===== config.mk =====
export PLATFORM = sky130hd
export DESIGN_NAME = lrsc_unit
export DESIGN_NICKNAME = d
export VERILOG_FILES = /design/src/rtl/lrsc_pkg.sv /design/src/rtl/lrsc_decode.sv /design/src/rtl/lrsc_resv.sv /design/src/rtl/lrsc_seq.sv /design/src/rtl/lrsc_unit.sv
export SDC_FILE = /design/constraint.sdc
export NUM_CORES = 1
export LEC_CHECK = 0
export ABC_AREA = 1
export ABC_CLOCK_PERIOD_IN_PS = 5600
export CORE_ASPECT_RATIO = 0.9
export CORE_MARGIN = 2
export CORE_UTILIZATION = 55
export CTS_CLUSTER_DIAMETER = 50
export DETAILED_ROUTE_END_ITERATION = 6
export PLACE_DENSITY = 0.82
export SLEW_MARGIN = 5
export SYNTH_ARGS = -nofsm -noshare
export SYNTH_HDL_FRONTEND = slang
export SYNTH_SLANG_ARGS = --single-unit

===== constraint.sdc =====
create_clock -name clk -period 5.6 [get_ports clk]
set_input_delay 1.12 -clock clk [delete_from_list [all_inputs] [get_ports clk]]
set_output_delay 1.12 -clock clk [all_outputs]
set_load 0.02 [all_outputs]

===== src/rtl/lrsc_pkg.sv =====
package lrsc_pkg;
  localparam int unsigned OPC_W = 6;

  localparam logic [OPC_W-1:0] OPC_LDRES  = 6'h1b;
  localparam logic [OPC_W-1:0] OPC_LOAD   = 6'h21;
  localparam logic [OPC_W-1:0] OPC_STCOND = 6'h33;
  localparam logic [OPC_W-1:0] OPC_STORE  = 6'h35;

  typedef enum logic [2:0] {
    K_NONE, K_LOAD, K_LDRES, K_STORE, K_STCOND
  } kind_e;

  typedef enum logic [2:0] {
    S_IDLE, S_READ, S_WRITE, S_CHECK, S_CWRITE
  } state_e;
endpackage


===== src/rtl/lrsc_decode.sv =====
module lrsc_decode
  import lrsc_pkg::*;
#(
  parameter int XLEN = 32,
  parameter int OFSW = 16
) (
  input  logic [OPC_W-1:0] opc,
  input  logic [XLEN-1:0]  base,
  input  logic [OFSW-1:0]  ofs,
  output kind_e            kind,
  output logic [XLEN-1:0]  ea
);
  localparam int EXTW = XLEN - OFSW;

  logic [XLEN-1:0] ofs_x;

  // sign extension of the offset
  assign ofs_x = {{EXTW{ofs[OFSW-1]}}, ofs};
  assign ea    = base + ofs_x;

  always_comb begin
    unique case (opc)
      OPC_LDRES:  kind = K_LDRES;
      OPC_LOAD:   kind = K_LOAD;
      OPC_STORE:  kind = K_STORE;
      OPC_STCOND: kind = K_STCOND;
      default:    kind = K_NONE;
    endcase
  end
endmodule


===== src/rtl/lrsc_resv.sv =====
module lrsc_resv #(
  parameter int XLEN = 32
) (
  input  logic            clk,
  input  logic            rst_n,
  input  logic            set,
  input  logic [XLEN-1:0] set_addr,
  input  logic [XLEN-1:0] set_val,
  input  logic            clr,
  input  logic            exc,
  input  logic [XLEN-1:0] probe_addr,
  output logic            hit,
  output logic            valid,
  output logic [XLEN-1:0] val
);
  localparam logic [XLEN-1:0] PARK = '1;

  logic [XLEN-1:0] addr_q;

  // invalidation wins over a reservation set in the same cycle
  always_ff @(posedge clk or negedge rst_n) begin
    if (!rst_n) begin
      valid  <= 1'b0;
      addr_q <= PARK;
      val    <= '0;
    end else if (exc || clr) begin
      valid  <= 1'b0;
      addr_q <= PARK;
    end else if (set) begin
      valid  <= 1'b1;
      addr_q <= set_addr;
      val    <= set_val;
    end
  end

  assign hit = valid && (addr_q == probe_addr);
endmodule


===== src/rtl/lrsc_seq.sv =====
module lrsc_seq
  import lrsc_pkg::*;
#(
  parameter int XLEN = 32
) (
  input  logic            clk,
  input  logic            rst_n,
  input  logic            cmd_valid,
  output logic            cmd_ready,
  input  kind_e           kind,
  input  logic [XLEN-1:0] ea,
  input  logic [XLEN-1:0] wdata,
  output logic            busy,
  output logic            done,
  output logic [XLEN-1:0] rdata,
  output logic            flag,
  output logic            mem_req,
  output logic            mem_we,
  output logic [XLEN-1:0] mem_addr,
  output logic [XLEN-1:0] mem_wdata,
  input  logic            mem_ready,
  input  logic [XLEN-1:0] mem_rdata,
  input  logic            resv_hit,
  input  logic            resv_valid,
  input  logic [XLEN-1:0] resv_val,
  output logic            resv_set,
  output logic            resv_clr
);
  state_e          state;
  kind_e           kind_q;
  logic [XLEN-1:0] ea_q;
  logic [XLEN-1:0] wd_q;
  logic            accept;
  logic            still_same;
  logic            early_fail;

  assign cmd_ready  = (state == S_IDLE);
  assign busy       = (state != S_IDLE);
  assign accept     = cmd_valid && cmd_ready;
  assign early_fail = accept && (kind == K_STCOND) && !resv_hit;
  assign still_same = resv_valid && (mem_rdata == resv_val);

  assign mem_req   = (state == S_READ) || (state == S_WRITE) ||
                     (state == S_CHECK) || (state == S_CWRITE);
  assign mem_we    = (state == S_WRITE) || (state == S_CWRITE);
  assign mem_addr  = ea_q;
  assign mem_wdata = wd_q;

  assign resv_set = (state == S_READ) && mem_ready && (kind_q == K_LDRES);
  assign resv_clr = early_fail ||
                    ((state == S_CHECK) && mem_ready && !still_same) ||
                    ((state == S_CWRITE) && mem_ready);

  always_ff @(posedge clk or negedge rst_n) begin
    if (!rst_n) begin
      state  <= S_IDLE;
      kind_q <= K_NONE;
      ea_q   <= '0;
      wd_q   <= '0;
      done   <= 1'b0;
      rdata  <= '0;
      flag   <= 1'b0;
    end else begin
      done <= 1'b0;
      unique case (state)
        S_IDLE: begin
          if (accept) begin
            kind_q <= kind;
            ea_q   <= ea;
            wd_q   <= wdata;
            unique case (kind)
              K_LOAD, K_LDRES: state <= S_READ;
              K_STORE:         state <= S_WRITE;
              K_STCOND: begin
                if (resv_hit) begin
                  state <= S_CHECK;
                end else begin
                  done <= 1'b1;
                  flag <= 1'b0;
                end
              end
              default: done <= 1'b1;
            endcase
          end
        end
        S_READ: begin
          if (mem_ready) begin
            rdata <= mem_rdata;
            done  <= 1'b1;
            state <= S_IDLE;
          end
        end
        S_WRITE: begin
          if (mem_ready) begin
            done  <= 1'b1;
            state <= S_IDLE;
          end
        end
        S_CHECK: begin
          if (mem_ready) begin
            if (still_same) begin
              state <= S_CWRITE;
            end else begin
              done  <= 1'b1;
              flag  <= 1'b0;
              state <= S_IDLE;
            end
          end
        end
        S_CWRITE: begin
          if (mem_ready) begin
            done  <= 1'b1;
            flag  <= 1'b1;
            state <= S_IDLE;
          end
        end
        default: state <= S_IDLE;
      endcase
    end
  end
endmodule


===== src/rtl/lrsc_unit.sv =====
module lrsc_unit
  import lrsc_pkg::*;
#(
  parameter int XLEN = 32,
  parameter int OFSW = 16
) (
  input  logic             clk,
  input  logic             rst_n,
  input  logic             cmd_valid,
  output logic             cmd_ready,
  input  logic [OPC_W-1:0] cmd_opc,
  input  logic [XLEN-1:0]  cmd_base,
  input  logic [OFSW-1:0]  cmd_ofs,
  input  logic [XLEN-1:0]  cmd_wdata,
  input  logic             exc_in,
  output logic             busy,
  output logic             done,
  output logic [XLEN-1:0]  rdata,
  output logic             flag,
  output logic             mem_req,
  output logic             mem_we,
  output logic [XLEN-1:0]  mem_addr,
  output logic [XLEN-1:0]  mem_wdata,
  input  logic             mem_ready,
  input  logic [XLEN-1:0]  mem_rdata
);
  kind_e           kind;
  logic [XLEN-1:0] ea;
  logic            resv_hit;
  logic            resv_valid;
  logic [XLEN-1:0] resv_val;
  logic            resv_set;
  logic            resv_clr;

  lrsc_decode #(.XLEN(XLEN), .OFSW(OFSW)) u_dec (
    .opc(cmd_opc), .base(cmd_base), .ofs(cmd_ofs), .kind(kind), .ea(ea)
  );

  lrsc_resv #(.XLEN(XLEN)) u_resv (
    .clk(clk), .rst_n(rst_n),
    .set(resv_set), .set_addr(mem_addr), .set_val(mem_rdata),
    .clr(resv_clr), .exc(exc_in), .probe_addr(ea),
    .hit(resv_hit), .valid(resv_valid), .val(resv_val)
  );

  lrsc_seq #(.XLEN(XLEN)) u_seq (
    .clk(clk), .rst_n(rst_n),
    .cmd_valid(cmd_valid), .cmd_ready(cmd_ready),
    .kind(kind), .ea(ea), .wdata(cmd_wdata),
    .busy(busy), .done(done), .rdata(rdata), .flag(flag),
    .mem_req(mem_req), .mem_we(mem_we), .mem_addr(mem_addr),
    .mem_wdata(mem_wdata), .mem_ready(mem_ready), .mem_rdata(mem_rdata),
    .resv_hit(resv_hit), .resv_valid(resv_valid), .resv_val(resv_val),
    .resv_set(resv_set), .resv_clr(resv_clr)
  );
endmodule


**Yosys cells after proc, flatten, opt, wreduce, memory -nomap -nowiden**

Cells that the tools add are included.

- Bits in registers: 169
- Bits of input ports: 123
- Word-level logic and storage cells: 93

- Eq/ne operators: 24
- Add/sub/neg operators: 1
- Multiplexer cells: 26
- Bitwise gates (word level): 1
- Reduce and logical (&&, ||, !) cells: 31

Operators with widths:

| kind | count |
|---|---|
| equality test 32 bit | 2 |
| two-way mux 32 bit | 2 |
| adder 32 bit | 1 |
| equality test 6 bit (second input constant) | 3 |
| one-hot mux 3 bit (3 select lines) | 2 |
| equality test 3 x 2 -> 1 bit (second input constant) | 5 |
| two-way mux 3 bit | 5 |
| two-way mux 1 bit | 13 |
| inequality test 2 bit (second input constant) | 6 |
| one-hot mux 3 bit (4 select lines) | 1 |
| logical AND 1 bit | 10 |
| logical OR 1 bit | 7 |
| AND reduction 7 bit | 1 |
| equality test 3 x 1 -> 1 bit (second input constant) | 2 |
| equality test 3 bit (second input constant) | 2 |
| equality test 6 x 5 -> 1 bit (second input constant) | 1 |
| one-hot mux 1 bit (3 select lines) | 2 |
| AND reduction 2 bit | 3 |
| nonzero test 3 bit | 2 |
| OR reduction 3 bit | 2 |
| AND reduction 5 bit | 1 |
| inequality test 4 bit (second input constant) | 1 |
| logical NOT 3 bit | 1 |
| inequality test 3 bit (second input constant) | 1 |
| 6 further kinds | 7 |

**Logic depth before layout (Yosys ltp)**

- Word-level depth: 10
- Mapped depth: 25
- Depth with buffers taken out: 24

**By module**

From an unflattened synthesis, not the netlist that was laid out.

- Cell total of the unflattened synthesis: 1458
- Area total of the unflattened synthesis: 10110.9 um^2

Modules (own cells, without submodules):

| module | area an instance (um^2) | seq. area each (um^2) | cells each | instances |
|---|---|---|---|---|
| lrsc_seq | 4631.9 | 2602.5 | 572 | 1 |
| lrsc_resv | 3032.9 | 1666.6 | 380 | 1 |
| lrsc_decode | 2446.1 | 0.0 | 506 | 1 |

**Worst setup path after synthesis**

No wires, ideal clock.

- Path type: input to register
- Start point: in cmd_base[0]
- End point: reg u_resv.val[10]
- Arrival: 3.438 ns
- Required time: 5.483 ns
- Slack: 2.045 ns
- Buffers on the path: 1
- Stages: 24
- Library setup time: 0.117 ns
- Path through: ha_1 inv_1 fa_1 inv_1 nand3_1 nand2_1 nand2_1 nand2_2 nand2_1 nand2_1 nand2_1 nand3_1 nand2_1 nand2_1 nand2_1 nor2_1 nand2_1 nor2_1 nand2_1 nand2_4 nand3_4 buf_6 nand2_1 nand2_1

- Cells in the longest elaborated chain, start to end: 10

Ends and longest elaborated chain:

| item | RTL line | text |
|---|---|---|
| start: declaration | lrsc_unit.sv:12 | `input logic [XLEN-1:0] cmd_base,` |
| adder 32 bit | lrsc_decode.sv:19 | `assign ea = base + ofs_x;` |
| equality test 32 bit | lrsc_resv.sv:36 | `assign hit = valid && (addr_q == probe_addr);` |
| logical AND 1 bit | lrsc_resv.sv:36 |  |
| logical NOT 1 bit | lrsc_seq.sv:40 | `assign early_fail = accept && (kind == K_STCOND) && !resv_hit;` |
| logical AND 1 bit | lrsc_seq.sv:40 |  |
| logical OR 1 bit | lrsc_seq.sv:50 | `assign resv_clr = early_fail \|\|` |
| logical OR 1 bit | lrsc_seq.sv:51 | `((state == S_CHECK) && mem_ready && !still_same) \|\|` |
| logical OR 1 bit | lrsc_resv.sv:26 | `end else if (exc \|\| clr) begin` |
| NOT 1 bit (no line) | -- |  |
| AND reduction 2 bit (no line) | -- |  |
| end signal: assignment | lrsc_resv.sv:32 | `val <= set_val;` |
| end: declaration | lrsc_resv.sv:14 | `output logic [XLEN-1:0] val` |

No other way between the ends.
A chain may end at the register's enable or synchronous reset.

**Worst setup path after layout**

- Start point: in cmd_ofs[15]
- End point: reg u_resv.val[28]

- Cells in the longest elaborated chain, start to end: 10

Ends and longest elaborated chain:

| item | RTL line | text |
|---|---|---|
| start: declaration | lrsc_unit.sv:13 | `input logic [OFSW-1:0] cmd_ofs,` |
| adder 32 bit | lrsc_decode.sv:19 |  |
| equality test 32 bit | lrsc_resv.sv:36 |  |
| logical AND 1 bit | lrsc_resv.sv:36 |  |
| logical NOT 1 bit | lrsc_seq.sv:40 |  |
| logical AND 1 bit | lrsc_seq.sv:40 |  |
| logical OR 1 bit | lrsc_seq.sv:50 |  |
| logical OR 1 bit | lrsc_seq.sv:51 |  |
| logical OR 1 bit | lrsc_resv.sv:26 |  |
| NOT 1 bit (no line) | -- |  |
| AND reduction 2 bit (no line) | -- |  |

No other way between the ends.

==> flow_summary.ini <==
[pwr]
p_leak_nw = 7.52
cellPowerDensity_mw_per_mm2 = 438
ir_drop_v = 0.000339
total_power_mw = 6.23

[global_routing]
antenna_found_initial = 0
grt_pass1_vias = 10942
grt_pass1_wl_um = 54400
grtUsageTotal_pct = 31.2
grt_max_degree = 85
grt.overflow.total = 0

[logic_synthesis]
syn_area_mm2 = 0.0112
ys_seq_area_share_pct = 38.1
synth_warnings = 0
async_flop_share_pct = 100
synth_fp_nets = 1796
ys_types = 44
synth_area_per_cell_um2 = 6.82
syn_inst = 1641
synth_edf_count = 0
ys_ff_latch = 169
dominantRegCellSynth = dfrtp_1

[sta]
finalCriticalPeriod_ns = 4.70
slew_viol_final = 0
finalSetupViolations = 0
worst_slack_ns = 0.896
finalHoldViolations = 0
slew_headroom_pct = 18.4
rsz0062_at_grt = false
totalNegativeSetupSlack_ns = 0
fin_hold_ws_ns = 0.470
max_clock_freq_ghz = 0.213
skew_ns = 0.0135
fin_crit_sh_pct = 84.0
worstMarginPinSlew_ns = 1.22

[layout]
multi_input_area_mm2 = 0.00581
fillerInstances = 1659
final_cells = 2114
syn_to_final_growth_pct = 27.2
seqCellArea_mm2 = 0.00427
antenna_cells = 0
drive_above_1_share_pct = 7.10
nNetsFinal = 2001

[floorplanning]
start_util_pct = 56.0
core_area_mm2 = 0.0200
rows = 49
die-area_mm2 = 0.0215
fp.dieH_um = 139
die_w_um = 154
io_pins = 225

[placed_design]
dp_hpwl_um = 24400
place_congestion = 0.979
pre_cts_slack_ns = 0.550
port_buffers = 224
placedCellCount = 2082

[clocking]
cts_sinks = 169
cts_resized = 0
ctsHtreeMaxLevel = 4
ctsRootBufferMaster = clkbuf_16
cts_setup_buffers = 0
cts_tree = yes
insertion_delay_ns = 0.43
numCtsBuffers = 17
holdBufCountCts = 0
cts_max_path_buffers = 2
clkTransAtPathRegs_ns = 0.07

[detailed_routing]
drt_wl_total_um = 33000
vias = 11439
drtIter0Drc = 1031
route.detailed.drc = 0
wl_per_cell_um = 15.6
postRouteAntennaNets = 0
viasPerCell = 5.41
firstDrtPassIters = 5

[worst_setup_path]
cp_top_family = simple AND/OR/NAND/NOR gates
critical_path_required_ns = 5.96
crit_path_end_kind = register
worstSetupPathType = in -> reg
crit_buf_inv = 4
crit_path_start_kind = input pin
worst_path_most_repeated_cell = nand2_1
cp_slowest_cell = clkdlybuf4s50_1
crit_chain = clkdlybuf4s50_1 -> buf_4 -> ha_1 -> inv_1 -> nor3_1 -> and2_1 -> and2_1 -> nand2_1 -> nand3_1 -> nand2_1 -> nand2_1 -> nand2_1 -> nor2_1 -> nand2_1 -> nor2_1 -> nand2_1 -> nand2_4 -> buf_4 -> nand4_1 -> nand2_1
worst_ep_arrival_time_ns = 5.07
crit_fanout = 34
critPathMaxStageDelay_ns = 0.65

[outcome]
status = finished clean

[run]
cap_violations = 0

[hold_path]
hold_path_class = reg -> reg
synthesized netlist by cell type (3+ instances only):
| cell | n | share of area [%] |
|---|---|---|
| buf_4 | 3 | 0.20 |
| xnor3_1 | 5 | 1.0 |
| buf_6 | 6 | 0.60 |
| a21o_1 | 3 | 0.20 |
| nand2_2 | 13 | 0.73 |
| nand3_2 | 5 | 0.45 |
| o21ai_0 | 59 | 2.6 |
| nand2_1 | 644 | 22 |
| xor2_1 | 12 | 0.94 |
| nor3_1 | 16 | 0.72 |
| nor3b_1 | 3 | 0.20 |
| xnor2_1 | 9 | 0.70 |
| o211ai_1 | 3 | 0.20 |
| a21oi_1 | 23 | 1.0 |
| clkbuf_1 | 31 | 1.0 |
| dfstp_2 | 32 | 7.5 |
| dfrtp_1 | 137 | 31 |
| or2_2 | 9 | 0.50 |
| nand3_1 | 118 | 5.3 |
| nand3b_1 | 19 | 1.3 |
| and2_1 | 4 | 0.22 |
| inv_1 | 216 | 7.2 |
| nand4_1 | 79 | 4.4 |
| ha_1 | 31 | 3.5 |
| nor2_1 | 105 | 3.5 |
| nor4_1 | 10 | 0.56 |
| buf_2 | 12 | 0.54 |
| nor2_2 | 6 | 0.34 |
| inv_2 | 8 | 0.27 |
sequential cells by signal, indices dropped and copies added (netlist names):
| name | flops |
|---|---|
| u_resv.addr_q | 32 |
| u_resv.val | 32 |
| u_seq.mem_addr | 32 |
| u_seq.mem_wdata | 32 |
| u_seq.rdata | 32 |
| u_seq.kind_q | 3 |
| u_seq.state | 3 |
| u_resv.valid | 1 |
| u_seq.done | 1 |
| u_seq.flag | 1 |
cell usage in the layout, fill, tap and decap left out, types with 5 or more instances in the layout:
master	instances
nor2_1	105
ha_1	31
nor2_2	5
dfstp_2	32
xnor2_1	9
inv_2	9
nand3_2	5
nand2_1	644
o21ai_0	59
clkbuf_16	17
xor2_1	12
or2_2	9
nor4_1	10
nand4_1	79
dfrtp_1	137
nand2_2	13
nand3_1	118
a21oi_1	23
nand3b_1	19
inv_1	215
nor3_1	16
buf_4	15
xnor3_1	5
clkdlybuf4s50_1	223
per-stage QoR:
stage,utilization [%],cell area [um^2]
3_5_place_dp,68.1,13600
5_1_grt,71.2,14200
2_1_floorplan,-,11200
3_3_place_gp,68.1,13600
4_1_cts,71.2,14200
6_report,71.2,14200
final cells by class:
cell class | instances | share of cell area (%)
multi-input cells | 1194 | 40.8
flip-flops and latches | 169 | 30.0
well taps | 255 | 2.24
clock inverters | 12 | 1.13
inverters | 224 | 5.91
repair buffers | 240 | 16.7
clock buffers | 20 | 3.21
worst min-delay path: stages (launching register included):
cell     delay (ns)
dfrtp_1        0.34
nand2_1        0.05
nand2_1        0.05
where the power goes:
group / switching (mW) / internal (mW) / leakage, nW
Combinational: 1.64 / 1.22 / 5.16
Sequential: 0.366 / 1.77 / 2.06
Clock: 0.509 / 0.733 / 0.299
path summary, 6_finish.rpt:
kind	start	to	cells past startpoint	slack, ns
max in group asynchronous	rst_n	u_seq.mem_addr[21]$_DFFE_PN0P_	2	3.74
min reg2reg	u_seq.mem_wdata[7]$_DFFE_PN0P_	u_seq.mem_wdata[7]$_DFFE_PN0P_	2	0.47
max	cmd_ofs[15]	u_resv.val[28]$_DFFE_PN0P_	20	0.90
min	u_seq.mem_wdata[7]$_DFFE_PN0P_	u_seq.mem_wdata[7]$_DFFE_PN0P_	2	0.47
max reg2reg	u_resv.val[5]$_DFFE_PN0P_	u_resv.addr_q[1]$_DFFE_PN1P_	14	2.31
min in group asynchronous	rst_n	u_seq.mem_addr[4]$_DFFE_PN0P_	1	0.74
routing by layer:
layer  share of wire, %  vias up  track usage, %
met4                1.9        0            8.77
met2                 45      463            49.5
li1                   -     5602               -
met3                8.3       46            6.26
met1                 44     5328            43.9
met5                  0        -               0
kinds of logic (layout without fill, tap and decap cells):
family          count (synthesis)  count (layout)  synth area share, %
fa+ha+maj                      32              32                 3.64
buf+inv                       278             496                 10.1
simple gates                 1040            1040                 40.7
compound gates                 95              95                 4.54
xor+xnor                       27              27                 2.86
flops                         169             169                 38.1
No activity file was read; power rests on OpenSTA's default activity.
